**src/rtl/rx_status_fifo.sv**
```systemverilog
module rx_status_fifo #(
  parameter int DATA_W = 8,
  parameter int STAT_W = 3,
  parameter int DEPTH  = 16,
  parameter int TRIG0  = 1,
  parameter int TRIG1  = 4,
  parameter int TRIG2  = 8,
  parameter int TRIG3  = 14,
  localparam int ENT_W = DATA_W + STAT_W,
  localparam int PTR_W = $clog2(DEPTH),
  localparam int CNT_W = $clog2(DEPTH + 1)
) (
  input  logic              clk,
  input  logic              rst_n,
  input  logic              fifo_en,
  input  logic [1:0]        trig_sel,
  input  logic              flush,
  input  logic              wr_en,
  input  logic [DATA_W-1:0] wr_data,
  input  logic [STAT_W-1:0] wr_stat,
  input  logic              rd_pop,
  input  logic              lsr_read,
  output logic [DATA_W-1:0] rd_data,
  output logic [STAT_W-1:0] rd_stat,
  output logic [CNT_W-1:0]  count,
  output logic              empty,
  output logic              full,
  output logic              data_avail,
  output logic              overrun,
  output logic              trig_irq
);
  // DEPTH must be a power of two: pointers wrap by overflow.
  logic [ENT_W-1:0] mem [DEPTH];
  logic [PTR_W-1:0] wr_ptr, rd_ptr;
  logic [CNT_W-1:0] cap, level;
  logic             do_pop, do_push, ovr_evt;

  assign cap        = fifo_en ? CNT_W'(DEPTH) : CNT_W'(1);
  assign empty      = (count == '0);
  assign full       = (count >= cap);
  assign data_avail = !empty;
  assign do_pop     = rd_pop && !empty && !flush;
  assign do_push    = wr_en && !flush && ((count < cap) || (do_pop && count == cap));
  assign ovr_evt    = wr_en && !flush && !do_push;

  assign {rd_stat, rd_data} = empty ? '0 : mem[rd_ptr];

  always_comb begin
    unique case (trig_sel)
      2'd0:    level = CNT_W'(TRIG0);
      2'd1:    level = CNT_W'(TRIG1);
      2'd2:    level = CNT_W'(TRIG2);
      default: level = CNT_W'(TRIG3);
    endcase
    if (!fifo_en) level = CNT_W'(1);
  end
  assign trig_irq = !empty && (count >= level);

  always_ff @(posedge clk)
    if (do_push) mem[wr_ptr] <= {wr_stat, wr_data};

  always_ff @(posedge clk) begin
    if (!rst_n || flush) begin
      wr_ptr <= '0;
      rd_ptr <= '0;
      count  <= '0;
    end else begin
      if (do_push) wr_ptr <= wr_ptr + 1'b1;
      if (do_pop)  rd_ptr <= rd_ptr + 1'b1;
      count <= count + CNT_W'(do_push) - CNT_W'(do_pop);
    end
  end

  always_ff @(posedge clk) begin
    if (!rst_n)        overrun <= 1'b0;
    else if (ovr_evt)  overrun <= 1'b1;
    else if (lsr_read) overrun <= 1'b0;
  end
endmodule

```
**config.mk**
```make
export PLATFORM = sky130hd
export DESIGN_NAME = rx_status_fifo
export DESIGN_NICKNAME = d
export VERILOG_FILES = /design/src/rtl/rx_status_fifo.sv
export SDC_FILE = /design/constraint.sdc
export NUM_CORES = 1
export LEC_CHECK = 0
export ABC_AREA = 1
export BUFFER_PORTS_ARGS = -buffer_cell sky130_fd_sc_hd__buf_2
export CAP_MARGIN = 20
export CORE_MARGIN = 8
export CORE_UTILIZATION = 30
export DETAILED_ROUTE_END_ITERATION = 12
export SYNTH_ARGS = -nofsm -noshare
export SYNTH_HDL_FRONTEND = slang
export SYNTH_SLANG_ARGS = --single-unit
export TNS_END_PERCENT = 30
```
**constraint.sdc**
```tcl
create_clock -name clk -period 3.45 [get_ports clk]
set_clock_uncertainty 0.05 [all_clocks]
set_input_delay 0.345 -clock clk [delete_from_list [all_inputs] [get_ports clk]]
set_output_delay 0.345 -clock clk [all_outputs]
set_load 0.02 [all_outputs]
```
==> metrics.cfg, run 1 <==
[yosys]
avgSynthCellArea_um2=10.4
synth_cell_types=22
syn_inst=815
synthTopCellsByCount=nand2_1 (309), edfxtp_1 (176), nand3_1 (85), inv_1 (61), nor2_1 (38)
synth_ff_type=edfxtp_1
yosysMostFrequentCell=nand2_1
syn_nets=855
yosysWarningCount=0
netlist_top_cells_area=edfxtp_1 (63%), nand2_1 (14%), nand3_1 (5.0%)
syn-cell-area_um2=8450
ys_async_sr_fraction=0
synth_top_area_frac=0.626
ys_seq_area_frac=0.668
synth_edf_count=176
synth_top_area_cell=edfxtp_1
synth-seq-cells=194

[global_route]
grt_first_pass_wirelength_um=31000
busiest_layer=met2
antenna_found_initial=0
met1_usage=0.160
grt_pass1_vias=5544
grt_overflow=0
grt_max_degree=89
use_met2=0.190
use_met3=0.0291
grt_usage=0.120

[clock_tree]
cts_buffer_depth=2
cts_resized=0
clkTransAtPathRegs_ns=0.07
cts_max_level=4
clk_latency_ns=0.43
cts.sinks=194
holdBufCountCts=0
postCtsSetupRepairBufs=0
cts-root-buf=clkbuf_16
numCtsBuffers=17
cts_tree=yes

[die]
std_cell_rows=61
core_um2=27800
die_area_um2=33800
io_pins=41
start_util=0.304
dieHeight_um=184
die_w_um=184

[timing]
fin_crit_sh=0.826
finalHoldViolCount=0
period_needed_ns=2.85
finalSetupViolCount=0
setup_ws_ns=0.600
worstMarginPinSlew_ns=0.882
fmax_mhz=351
slew_violations=0
setup-tns-final_ns=0
relSlewSlack=0.412
rsz0062_at_grt=false

[route]
detail-route-antenna-nets=0
dr.first_iter.drc_count=509
vias=5662
drt_wl_total_um=19700
routedWlPerCell_um=15.6
drt_first_pass_iters=6
viasPerCell=4.50
drc_errors=0

[critical_path]
crit_type=reg -> out
crit_path_frequent_cell=nand3_1
required_ns=3.05
cp_max_fo=23
crit_arrival_ns=2.46
crit_chain=buf_4 > inv_1 > nand3_1 > nand3_1 > a21oi_1 > buf_2
slowest_stage=inv_1
worst_path_largest_cell_delay_ns=0.48
r2r_cells=16
worstSetupEndpointType=output port
cp-start-kind=flop

[run]
maxCapViolCount=0

[layout]
final_layout_size_suffix_gt1_frac=0.137
fillers=2833
syn_to_final_growth_pct=16.5
nNetsFinal=907
multiInputGateArea_um2=2430
register_area_um2=5650
antenna_cells=0

[placement]
gp_congestion=0.798
dp_hpwl_um=12800
dp_slack_ns=0.536
io_buffers=40

[power]
leakagePower_nw=3.86
max-vdd-ir-drop_v=0.000262
powerDensity_nw_per_um2=513

[min_path]
hold_class=in -> reg
worstHoldPathCells=3

[outcome]
outcome=finished, final reports clean

-- layout make-up --
cell class,count,share of cell area
clock inverters,12,0.0172
inverters,62,0.0239
repair buffers,70,0.0458
flip-flops and latches,194,0.574
clock buffers,19,0.0440
multi-input cells,522,0.247
well taps,378,0.0480
-- flip-flops by register name (all words and copies together) (netlist names), named ones only --
name     count
count        5
overrun      1
wr_ptr       4
rd_ptr       4
mem        176
-- final timing paths --
check / from / end / slack (ns)
max: flop / rd_data[3] / 0.60
min: rst_n / overrun$_SDFFE_PN0P_ / 0.09
max reg2reg: count[1]$_SDFF_PP0_ / count[4]$_SDFF_PP0_ / 0.60
min reg2reg: overrun$_SDFFE_PN0P_ / overrun$_SDFFE_PN0P_ / 0.41
-- cells in the final DEF (no fill, tap or decap), types with 2 or more instances in the layout --
| master | Yosys | routed |
|---|---|---|
| nand2_1 | 309 | 309 |
| edfxtp_1 | 176 | 176 |
| nand3_1 | 85 | 85 |
| inv_1 | 61 | 61 |
| buf_2 | 16 | 40 |
| nor2_1 | 38 | 38 |
| buf_4 | 2 | 28 |
| a21oi_1 | 25 | 25 |
| o21ai_0 | 20 | 20 |
| ha_1 | 19 | 19 |
| clkbuf_16 | 0 | 17 |
| nor3_2 | 0 | 16 |
| dfxtp_1 | 18 | 16 |
| inv_6 | 0 | 6 |
| xor2_1 | 3 | 3 |
| bufinv_16 | 0 | 3 |
| nand2_2 | 2 | 2 |
| dfxtp_2 | 0 | 2 |
| clkbuf_1 | 7 | 2 |
| inv_8 | 0 | 2 |
| buf_12 | 0 | 2 |
-- critical path, delay by kind of cell (launching register included) --
family | cells | cell delay (ns)
AO/OA/AOI/OAI | 1 | 0.32
buffers and inverters | 3 | 1.01
AND/OR/NAND/NOR | 2 | 0.38
flip-flops | 1 | 0.31
-- logic make-up (layout without fill, tap and decap cells) --
family	after synthesis	count (layout)	share of synthesized area
fa+ha+maj	20	20	0.0305
xor+xnor	3	3	0.00311
buf+inv	99	163	0.0529
compound gates	46	46	0.0276
simple gates	453	453	0.218
flops	194	194	0.668
-- layer usage --
metal  share of wire  wire (um)
met1            0.46       9120
met2            0.47       9190
met3           0.053       1030
met4           0.017        325
met5               0          0
-- per-stage QoR --
| stage | utilization | instance area, um^2 | hold slack [ns] | instances | power, mW |
|---|---|---|---|---|---|
| 3_3_place_gp | 0.333 | 9240 | 0.401 | 1226 | 3.06 |
| 5_1_grt | 0.354 | 9840 | 0.107 | 1257 | 5.24 |
| 6_report | 0.354 | 9840 | 0.0938 | 1257 | 5.05 |
| 4_1_cts | 0.354 | 9840 | 0.0710 | 1257 | 5.10 |
| 2_1_floorplan | - | 8450 | 0.394 | 815 | 2.90 |
| 3_5_place_dp | 0.333 | 9240 | 0.398 | 1226 | 3.06 |
-- report_power, final --
group	total (mW)	internal, mW	leakage (nW)	switching [mW]
clock network	2.05	1.16	0.295	0.886
registers	2.59	2.58	1.73	0.0147
logic	0.413	0.118	1.84	0.295
No activity file was read; power rests on OpenSTA's default activity.
==> inputs of run 2 (changes only) <==
clock period = 2.31 ns   (was 3.45 ns; I/O delays follow)
==> run 2 against run 1 <==
The run now ends with negative setup slack left. First-iteration DRC count grew 27%. Critical path type is now reg -> reg. Non-clock buffer count rose by 36. Critical path depth grew 9. Largest power group unchanged.
==> metrics.cfg, run 2 (synthesized netlist as in run 1, its figures left out) <==
[route]
dr.first_iter.drc_count=648  ; was 509
detail-route-antenna-nets=0  ; unchanged
drc_errors=0  ; unchanged
drt_wl_total_um=22100  ; was 19700 um
routedWlPerCell_um=17.1  ; was 15.6 um
vias=6050  ; was 5662
drt_first_pass_iters=5  ; was 6
viasPerCell=4.67  ; was 4.50

[critical_path]
crit_type=reg -> reg  ; was reg -> out
crit_arrival_ns=2.72  ; was 2.46 ns
required_ns=2.63  ; was 3.05 ns
slowest_stage=dfxtp_4  ; was inv_1
cp_top_family=adder cells  ; was buffers and inverters
worstSetupEndpointType=flop  ; was output port
cp_max_fo=2  ; was 23
cp-start-kind=flop  ; unchanged
crit_chain=inv_4 > ha_4 > nand2_4 > nor2_4 > nand3_2 > nand2_2 > nand2_2 > ha_4 > inv_2 > ha_4 > inv_2 > fa_2 > o31ai_4 > o21ai_1 > a21oi_1  ; was buf_4 > inv_1 > nand3_1 > nand3_1 > a21oi_1 > buf_2
worst_path_largest_cell_delay_ns=0.36  ; was 0.48 ns
crit_buf_inv=3  ; unchanged
crit_path_frequent_cell=ha_4  ; was nand3_1

[layout]
final_layout_size_suffix_gt1_frac=0.216  ; was 0.137
reg.largest.list=mem: 176 flops, count: 5 flops  ; unchanged
largest_reg_flops=176  ; unchanged
nNetsFinal=944  ; was 907
final_common_cell=nand2_1  ; unchanged
instances_no_fill=1295  ; was 1257
largest_register=mem  ; unchanged
utilization=0.385  ; was 0.354
mostFrequentLayoutCells=nand2_1 (306), edfxtp_1 (176), nand3_1 (79)  ; was nand2_1 (309), edfxtp_1 (176), nand3_1 (85)
fillers=2682  ; was 2833
antenna_cells=0  ; unchanged
syn_to_final_growth_pct=26.7  ; was 16.5%
fin_area_um2=10700  ; was 9840 um^2

[clock_tree]
cts_tree=yes  ; unchanged
clkTransAtPathRegs_ns=0.08  ; was 0.07 ns
cts-root-buf=clkbuf_16  ; unchanged
numCtsBuffers=17  ; unchanged
cts.sinks=194  ; unchanged
cts_max_level=4  ; unchanged
cts_buffer_depth=2  ; unchanged
clk_latency_ns=0.43  ; about the same

[global_route]
antenna_found_initial=0  ; unchanged
grt_max_degree=56  ; was 89
grt_pass1_vias=5450  ; was 5544
grt_first_pass_wirelength_um=31900  ; was 31000 um
grt_overflow=0  ; unchanged
grt_usage=0.125  ; was 0.120

[die]
die_area_um2=33800  ; unchanged
io_pins=41  ; unchanged
dieHeight_um=184  ; unchanged
core_um2=27800  ; unchanged
start_util=0.304  ; unchanged
die_w_um=184  ; unchanged
std_cell_rows=61  ; unchanged

[outcome]
outcome=finished with violations  ; was finished, final reports clean
violations=negative setup slack

[power]
p_switching_mw=1.96  ; was 1.20 mW
swShare=0.250  ; was 0.237
powerDensity_nw_per_um2=731  ; was 513 nW/um^2
p_seq_frac=0.493  ; was 0.513
p_total_mw=7.83  ; was 5.05 mW
intPower_mw=5.87  ; was 3.85 mW
max-vdd-ir-drop_v=0.000517  ; was 0.000262 V
leakagePower_nw=4.19  ; was 3.86 nW
p_comb_frac=0.118  ; was 0.082
power_frac_clock=0.388  ; was 0.405

[timing]
fmax_mhz=416
relSlewSlack=0.554  ; was 0.412
fin_crit_sh=1.04
slew_violations=0  ; unchanged
period_needed_ns=2.41
rsz0062_at_grt=true  ; was false
worstMarginPinSlew_ns=0.668  ; was 0.882 ns
setup-tns-final_ns=-0.0959  ; was 0 ns
finalSetupViolCount=1  ; was 0
finalHoldViolCount=0  ; unchanged
setup_ws_ns=-0.0959  ; was 0.600 ns

[placement]
dpl.cell_count=1245  ; was 1226
dpl-instance-area_um2=9620  ; was 9240 um^2
gp_congestion=0.776  ; was 0.798
dp_hpwl_um=12400  ; was 12800 um
io_buffers=40  ; unchanged

[min_path]
hold_class=in -> reg  ; unchanged

[run]
maxCapViolCount=0  ; unchanged

-- run 2: final timing paths --
| kind | startpoint | endpoint | slack [ns] | cells after the start |
|---|---|---|---|---|
| setup / recovery | count[0]$_SDFF_PP0_ | count[4]$_SDFF_PP0_ | -0.1 | 15 |
| hold / removal | wr_data[6] | mem[11][6]$_DFFE_PP_ | 0.14 | 1 |
| setup reg to reg | count[0]$_SDFF_PP0_ | count[4]$_SDFF_PP0_ | -0.1 | 15 |
| hold reg to reg | rd_ptr[0]$_SDFFE_PP0P_ | rd_ptr[0]$_SDFFE_PP0P_ | 0.44 | 1 |
-- run 2: metrics by stage --
step                      setup slack (ns)  hold WS, ns
after global placement              -0.169        0.401
after global routing                -0.199        0.137
after detailed placement            -0.208        0.402
after CTS                           -0.107        0.131
after floorplan                     -0.256        0.280
final                              -0.0959        0.140
-- run 2: cell type report --
type | instances | area [um^2] | area share
clock buffer | 19 | 433 | 0.0404
timing repair buffer | 106 | 1090 | 0.102
clock inverter | 13 | 163 | 0.0152
sequential | 194 | 5670 | 0.530
timing repair inverter | 1 | 7.51 | 0.000701
multi-input combinational | 522 | 2610 | 0.244
inverter | 62 | 264 | 0.0247
tap | 378 | 473 | 0.0442
-- run 2: power by group through the flow --
stage	combinational [mW]	sequential [mW]	clock, mW
after CTS	0.781	3.86	3.08
final	0.926	3.86	3.04
after floorplan	0.396	3.95	0
after global routing	1.01	3.86	3.22
after detailed placement	0.750	3.94	0
after global placement	0.741	3.94	0
-- run 2: per-layer routing --
layer,GRT usage,vias to the layer above,wire length [um]
li1,-,2898,-
met1,0.167,2872,9740
met2,0.195,243,10200
met3,0.0296,37,1760
met4,0.0436,0,392
met5,0,-,0
-- run 2: repair_timing --
action | CTS | global route
resized for setup | 7 | 49
setup endpoints to repair | 10 | 14
setup buffers | 0 | 6
gates cloned | 1 | 9
endpoints found under the hold margin | 1 | 0
pin swaps | 2 | 5
hold buffers | 2 | 0
